**config.mk**
```make
export PLATFORM = sky130hd
export DESIGN_NAME = fld_line_seq
export DESIGN_NICKNAME = d
export VERILOG_FILES = /design/src/rtl/fls_pkg.sv /design/src/rtl/fls_field_ctr.sv /design/src/rtl/fls_line_ctr.sv /design/src/rtl/fls_alt_bit.sv /design/src/rtl/fld_line_seq.sv
export SDC_FILE = /design/constraint.sdc
export NUM_CORES = 1
export LEC_CHECK = 0
export ABC_AREA = 1
export BUFFER_PORTS_ARGS = -buffer_cell sky130_fd_sc_hd__buf_2
export CAP_MARGIN = 10
export CORE_UTILIZATION = 50
export DETAILED_ROUTE_END_ITERATION = 10
export GPL_ROUTABILITY_DRIVEN = 0
export GPL_TIMING_DRIVEN = 0
export PLACE_DENSITY = 0.73
export SYNTH_ARGS = -nofsm -noshare
export SYNTH_HDL_FRONTEND = slang
export SYNTH_SLANG_ARGS = --single-unit
```
**constraint.sdc**
```tcl
create_clock -name clk -period 4.4 [get_ports clk]
set_input_delay 0.66 -clock clk [delete_from_list [all_inputs] [get_ports clk]]
set_output_delay 0.66 -clock clk [all_outputs]
set_load 0.005 [all_outputs]
```
**src/rtl/fls_pkg.sv**
```systemverilog
package fls_pkg;
  localparam int unsigned FIELD_W    = 3;
  localparam int unsigned LINE_W     = 10;
  localparam int unsigned NUM_IDX    = 2;

  typedef logic [FIELD_W-1:0] field_t;
  typedef logic [LINE_W-1:0]  line_t;

  localparam field_t NTSC_MASK  = field_t'(3);
  localparam field_t PAL_MASK   = field_t'((1 << FIELD_W) - 1);
  localparam line_t  NTSC_LINES = line_t'(525);
  localparam line_t  PAL_LINES  = line_t'(625);

  // lines per frame for the selected standard
  function automatic line_t frame_lines(input logic pal);
    return pal ? PAL_LINES : NTSC_LINES;
  endfunction

  // line on which index output k restarts low
  function automatic line_t restart_line(input int unsigned k, input logic pal);
    line_t r;
    if (k == 0) r = pal ? line_t'(9)   : line_t'(14);
    else        r = pal ? line_t'(322) : line_t'(277);
    return r;
  endfunction
endpackage

```
**src/rtl/fls_field_ctr.sv**
```systemverilog
module fls_field_ctr
  import fls_pkg::*;
(
  input  logic   clk,
  input  logic   rst_n,
  input  logic   field_stb,
  input  logic   odd_field,
  input  logic   std_pal,
  output field_t field_num,
  output logic   frame_start,
  output logic   cf_pulse,
  output logic   fr_odd,
  output logic   fr_even
);
  field_t field_q, field_d, step1, step2, cand, mask;
  logic   cf_d, fro_d, fre_d;

  always_comb begin
    mask  = std_pal ? PAL_MASK : NTSC_MASK;
    step1 = (field_q + field_t'(1)) & mask;
    step2 = (step1 + field_t'(1)) & mask;
    // odd field must land on an even number, even field on an odd number
    cand  = (step1[0] == odd_field) ? step2 : step1;
    field_d     = field_stb ? cand : field_q;
    frame_start = field_stb && (cand == field_t'(0));
    cf_d  = frame_start;
    fro_d = field_stb && odd_field;
    fre_d = field_stb && !odd_field;
  end

  always_ff @(posedge clk or negedge rst_n) begin
    if (!rst_n) begin
      field_q  <= '1;
      cf_pulse <= 1'b0;
      fr_odd   <= 1'b0;
      fr_even  <= 1'b0;
    end else begin
      field_q  <= field_d;
      cf_pulse <= cf_d;
      fr_odd   <= fro_d;
      fr_even  <= fre_d;
    end
  end

  assign field_num = field_q;
endmodule

```
**src/rtl/fls_line_ctr.sv**
```systemverilog
module fls_line_ctr
  import fls_pkg::*;
(
  input  logic  clk,
  input  logic  rst_n,
  input  logic  line_stb,
  input  logic  frame_start,
  input  logic  std_pal,
  output line_t line_nxt
);
  line_t line_q, last;

  always_comb begin
    last = frame_lines(std_pal);
    if (frame_start)   line_nxt = line_t'(1);
    else if (line_stb) line_nxt = (line_q >= last) ? line_t'(1) : line_q + line_t'(1);
    else               line_nxt = line_q;
  end

  always_ff @(posedge clk or negedge rst_n) begin
    if (!rst_n) line_q <= line_t'(1);
    else        line_q <= line_nxt;
  end
endmodule

```
**src/rtl/fls_alt_bit.sv**
```systemverilog
module fls_alt_bit (
  input  logic clk,
  input  logic rst_n,
  input  logic clr,
  input  logic tog,
  output logic q
);
  logic d;

  always_comb begin
    if (clr)      d = 1'b0;
    else if (tog) d = ~q;
    else          d = q;
  end

  always_ff @(posedge clk or negedge rst_n) begin
    if (!rst_n) q <= 1'b0;
    else        q <= d;
  end
endmodule

```
**src/rtl/fld_line_seq.sv**
```systemverilog
module fld_line_seq
  import fls_pkg::*;
(
  input  logic clk,
  input  logic rst_n,
  input  logic line_stb,
  input  logic field_stb,
  input  logic odd_field,
  input  logic std_pal,
  input  logic lsw_rst_n,
  output logic field_idx,
  output logic line_sw,
  output logic line_idx1,
  output logic line_idx2,
  output logic color_frame,
  output logic frame_rd1,
  output logic frame_rd2
);
  field_t field_num;
  logic   frame_start;
  line_t  line_nxt;
  logic [NUM_IDX-1:0] idx_q;
  logic   lsw_clr;

  fls_field_ctr u_field (
    .clk         (clk),
    .rst_n       (rst_n),
    .field_stb   (field_stb),
    .odd_field   (odd_field),
    .std_pal     (std_pal),
    .field_num   (field_num),
    .frame_start (frame_start),
    .cf_pulse    (color_frame),
    .fr_odd      (frame_rd1),
    .fr_even     (frame_rd2)
  );

  fls_line_ctr u_line (
    .clk         (clk),
    .rst_n       (rst_n),
    .line_stb    (line_stb),
    .frame_start (frame_start),
    .std_pal     (std_pal),
    .line_nxt    (line_nxt)
  );

  assign lsw_clr = !lsw_rst_n || frame_start;

  fls_alt_bit u_lsw (
    .clk   (clk),
    .rst_n (rst_n),
    .clr   (lsw_clr),
    .tog   (line_stb),
    .q     (line_sw)
  );

  for (genvar k = 0; k < NUM_IDX; k++) begin : g_idx
    logic hit;
    assign hit = line_stb && (line_nxt == restart_line(k, std_pal));
    fls_alt_bit u_idx (
      .clk   (clk),
      .rst_n (rst_n),
      .clr   (hit),
      .tog   (line_stb),
      .q     (idx_q[k])
    );
  end

  assign field_idx = field_num[0];
  assign line_idx1 = idx_q[0];
  assign line_idx2 = idx_q[1];
endmodule

```
; ---- Yosys cells after proc, flatten, opt, wreduce, memory -nomap -nowiden
; Index checks and enable logic that the tools add are counted.
[classes]
eq_ne = 3
bitwise_logic = 5
addsub = 3
n_mux = 14
magnitude_cmp = 1
reduce_logical = 12
[ops]
columns = cell, n
row1 = $mux 10, 3
row2 = $mux 7, 2
row3 = $add 10x1->10 const B, 1
row4 = $eq 10x4->1, 1
row5 = $eq 10x9->1, 1
row6 = $ge 10x10->1, 1
row7 = $mux 3, 3
row8 = $add 3x1->3 const B, 2
row9 = $and 3x3->3, 2
row10 = $mux 1, 6
row11 = $reduce_bool 2->1, 3
row12 = $logic_and 1x1->1, 5
row13 = $logic_not 3->1, 1
row14 = $not 1->1, 3
row15 = $logic_not 1->1, 2
row16 = $eq 1x1->1, 1
row17 = $logic_or 1x1->1, 1
[totals]
output_inout_bits = 7
word_cells = 46
in_bits = 7
reg_bits = 19

; ---- Longest topological paths before layout
[logic_depth]
ltp_word = 11
ltp_mapped = 16
depth_no_buf = 16

; ---- Cells and area by module
; A second synthesis with hierarchy kept.
[unflattened]
cells_unflattened = 190
hier_area_um2 = 1355.0
[by_module_without_submodules]
columns = module, cells_each, seq_area_each_um2, n_inst, area_per_inst_um2
row1 = fls_line_ctr, 95, 251.5, 1, 760.7
row2 = fls_field_ctr, 38, 153.9, 1, 310.3
row3 = fld_line_seq, 39, 0.0, 1, 152.6
row4 = fls_alt_bit, 6, 25.0, 3, 43.8

; ---- Worst setup path after synthesis
; OpenSTA, ideal clock, no wires.
[synth_timing]
kind = input to register
from = input std_pal
to = register g_idx[1].u_idx.q
slack_ns = 2.180
t_arrival_ns = 2.104
n_path_buf = 0
setup_ns = 0.116
required_ns = 4.284
path_stages = 14
path_cell_list = inv_1 -> ha_1 -> nand2_1 -> inv_1 -> nand2_1 -> nand2_1 -> o21ai_4 -> nand3_1 -> nand2_1 -> nand2_1 -> nor2_1 -> nand3_1 -> nand2_1 -> nand2_1
[synth_between]
elab_chain_len = 11
elab_cells_between_ends = 17
cone_classes = add/sub (1) / order compare (1) / eq/ne (1) / mux (8) / bitwise (2) / reduce/logical (4)
[synth_lines]
columns = element, line_no
row1 = from (decl), fld_line_seq.sv:9  ; input logic std_pal,
row2 = $mux 3, fls_field_ctr.sv:19  ; mask = std_pal ? PAL_MASK : NTSC_MASK;
row3 = $and 3x3->3, fls_field_ctr.sv:20  ; step1 = (field_q + field_t'(1)) & mask;
row4 = $add 3x1->3, fls_field_ctr.sv:21  ; step2 = (step1 + field_t'(1)) & mask;
row5 = $and 3x3->3, fls_field_ctr.sv:21
row6 = $mux 3, fls_field_ctr.sv:23  ; cand = (step1[0] == odd_field) ? step2 : step1;
row7 = $logic_not 3->1, fls_field_ctr.sv:25  ; frame_start = field_stb && (cand == field_t'(0));
row8 = $logic_and 1x1->1, fls_field_ctr.sv:25
row9 = $mux 10, fls_line_ctr.sv:15  ; if (frame_start) line_nxt = line_t'(1);
row10 = $eq 10x9->1 (*), fld_line_seq.sv:59  ; assign hit = line_stb && (line_nxt == restart_line(k, std_pal));
row11 = $logic_and 1x1->1 (*), fld_line_seq.sv:59
row12 = $mux 1 / $reduce_bool 2->1 (equally long branches), -
row13 = to (signal assigned), fls_alt_bit.sv:17  ; if (!rst_n) q <= 1'b0;
row14 = to (signal assigned), fls_alt_bit.sv:18  ; else q <= d;
row15 = to (decl), fls_alt_bit.sv:6  ; output logic q
; Every way passes the cells marked *; elsewhere a longest branch is shown, timed or not.
; A chain may end at the register's enable or synchronous reset.

; ---- Worst setup path in the final report
; Same ends and word-level chain as after synthesis.

==> impl_metrics.csv <==
group,metric,value,unit
global_routing,grt_pass1_wl,4.75,mm
yosys,synth_top_area_share,27.1,%
yosys,synthCells,196,
critical_path,required,4.60,ns
critical_path,cpPeakStageDelay,0.36,ns
global_routing,antenna_found_initial,0,
drt,vias_per_cell,5.06,
timing,hold_viol,0,
yosys,yosysSeqAreaShare,34.7,%
timing,whs,0.282,ns
critical_path,r2r_cells,13,
power_and_ir_drop,power_density,409,nW/um2
global_routing,grt_pass1_vias,1141,
critical_path,cp-end-kind,"flop",
timing,setup_tns,0,ns
critical_path,crit_chain,"buf_2 -> inv_1 -> ha_1 -> nand2_1 -> inv_1 -> nand2_1 -> nand2_1 -> o21ai_4 -> nand3_1 -> nand2_1 -> nand2_1 -> nor2_1 -> nand3_1 -> nand2_1 -> nand2_1",
cells_and_area,fin_nets,230,
cts,cts_setup_buffers,0,
floorplan,initial_core_util,54.4,%
timing,skew,0.000961,ns
drt,wl_per_cell,11.7,um
cells_and_area,final_util,59.3,%
yosys,synthArstFlopShare,100,%
timing,post-route-min-period,2.41,ns
global_routing,grt_max_degree,20,
global_routing,overflow,0,
timing,worstMarginPinSlew,0.426,ns
cts,clock-sinks,19,
yosys,yosysWarningCount,0,
cts,cts.repair.resized,0,
cts,hold_buffers,0,
drt,final_antenna_net_count,0,
global_routing,grt_usage,22.6,%
critical_path,r2r-start,"u_line.line_q[5]",
timing,fin_ws,1.99,ns
placed_design,placed_area,1480,um2
drt,vias,1224,
yosys,synth_top_area_cell,"dfrtp_1",
yosys,synth.area.top_cells,"dfrtp_1 27%, nand2_1 15%, inv_1 10%",
placed_design,pre_cts_ws,1.68,ns
power_and_ir_drop,ir_drop,284,uV
cts,h-tree-depth,1,
floorplan,dieArea,2980,um2
timing,setup_viol,0,
floorplan,num_rows,18,
floorplan,core,2540,um2
timing,rsz0062_at_grt,"false",
yosys,netlist_area,1390,um2
timing,min_period_over_period,54.8,%
cts,insertion_delay,0.30,ns
cts,cts_tree,"yes",
cells_and_area,diodes,0,
cells_and_area,final_area,1510,um2
yosys,ys_types,22,
critical_path,crit_slowest_cell,"o21ai_4",
critical_path,arrival,2.61,ns
critical_path,critPathMostFrequentCell,"nand2_1",
floorplan,ios,14,
yosys,synth_fp_nets,213,
cells_and_area,fill_cells,237,
timing,fmax,0.415,GHz
yosys,ys.flop_type,"dfrtp_1",
placed_design,port_buffers,12,
cells_and_area,area_growth,9.03,%
yosys,synth_area_per_cell,7.07,um2
power_and_ir_drop,p_leak,0.935,nW
cells_and_area,drive_gt1_share,18.4,%
floorplan,dieHeight,54.6,um
drt,drt-total-wl,2.82,mm
floorplan,dieWidth,54.6,um
critical_path,ff2ff_setup_slack,2.24,ns
timing,slew_violations,0,
critical_path,crit_fanout,10,
yosys,synth_edf_count,0,
critical_path,timing_worst_setup_path_type,"in -> reg",
min_path,hold_path_class,"in -> async",
timing,slew_headroom,71.6,%
drt,drc,0,
status,status,"finished, final reports clean",
critical_path,r2r_end,"g_idx[1].u_idx.q",
cts,clockRootBuffer,"clkbuf_4",
critical_path,startpoint_type,"input pin",
cts,cts_made_buffers,3,
cells_and_area,final-instance-count-excl-fill,242,
run,cap_violations,0,
power_and_ir_drop,finalPower,618,uW
cts,cts_buffer_depth,2,
cts,cts.clk_slew.worst_paths,0.11,ns
yosys,ys_ff_latch,19,
placed_design,placedCellCount,238,
drt,first_pass_iters,4,
drt,dr.first_iter.drc_count,27,
placed_design,place_hpwl,2.26,mm
registers in the layout, summed over array words and instances, names as in the netlist:
register,flops
u_field.field_num,3
u_field.cf_pulse,1
u_line.line_q,10
u_lsw.q,1
u_field.fr_odd,1
g_idx.u_idx.q,2
u_field.fr_even,1
worst max path at each step:
| stage | endpoint | depth (start not counted) | from |
|---|---|---|---|
| 4_1_cts | g_idx[1].u_idx.q | 15 | std_pal |
| 6_report | g_idx[1].u_idx.q | 15 | std_pal |
| 3_5_place_dp | g_idx[1].u_idx.q | 15 | std_pal |
| 5_1_grt | g_idx[0].u_idx.q | 15 | std_pal |
| 2_1_floorplan | g_idx[1].u_idx.q | 14 | std_pal |
| 3_3_place_gp | g_idx[1].u_idx.q | 15 | std_pal |
placed cells by master (no fill, tap or decap), types with 3 or more instances in the layout:
| cell type | n |
|---|---|
| buf_2 | 12 |
| ha_1 | 10 |
| nor2_2 | 3 |
| inv_1 | 38 |
| dfrtp_1 | 15 |
| inv_2 | 5 |
| xor2_1 | 6 |
| dfstp_2 | 4 |
| nor2_1 | 18 |
| nand4_1 | 9 |
| nand3_1 | 13 |
| nand2_2 | 3 |
| a21oi_1 | 3 |
| clkbuf_4 | 3 |
| nand2_1 | 57 |
critical path, delay by kind of cell:
family | cells | cell delay [ns]
buffers and inverters | 3 | 0.36
AND/OR/NAND/NOR | 10 | 0.86
adder cells (fa/ha/maj) | 1 | 0.35
AO/OA/AOI/OAI | 1 | 0.36
routing by layer:
layer / part of all wire [%] / track usage [%]
met1: 46 / 28.5
met3: 3.2 / 3.33
met5: 0 / 0
met2: 50 / 38.6
met4: 0.96 / 8.12
cell type report:
type | instances | area, um2 | area share (%)
Clock buffer | 3 | 22.5 | 1.49
Buffer | 1 | 7.51 | 0.497
Inverter | 43 | 161 | 10.7
Tap cell | 30 | 37.5 | 2.49
Timing Repair Buffer | 12 | 60.1 | 3.98
Sequential cell | 19 | 480 | 31.8
Multi-Input combinational cell | 133 | 736 | 48.7
Clock inverter | 1 | 5.00 | 0.331
Yosys cell counts, types with 3 or more instances:
master and count:
nor2_2 3, dfstp_2 4, nand4_1 9, inv_2 5, nand3_1 13, dfrtp_1 15
ha_1 10, xor2_1 6, nand2_2 3, nand2_1 57, nor2_1 18, inv_1 38
a21oi_1 3
report_power, final:
| group | internal (mW) | switching, mW | leakage, nW |
|---|---|---|---|
| Sequential | 0.219 | 0.0390 | 0.239 |
| Combinational | 0.103 | 0.168 | 0.679 |
| Clock | 0.0339 | 0.0552 | 0.0177 |
cells by family (layout without fill, tap and decap cells):
| logic type | Yosys count | in the layout | synth area share (%) |
|---|---|---|---|
| xor gates and xnor gates | 6 | 6 | 3.79 |
| and+or+nand+nor | 109 | 109 | 36.4 |
| DFF | 19 | 19 | 34.7 |
| adders and majority gates | 10 | 10 | 9.03 |
| AOI/OAI and AO/OA | 8 | 8 | 3.88 |
| buffers and inverters | 44 | 60 | 12.2 |
(Power assumes the default switching activity.)
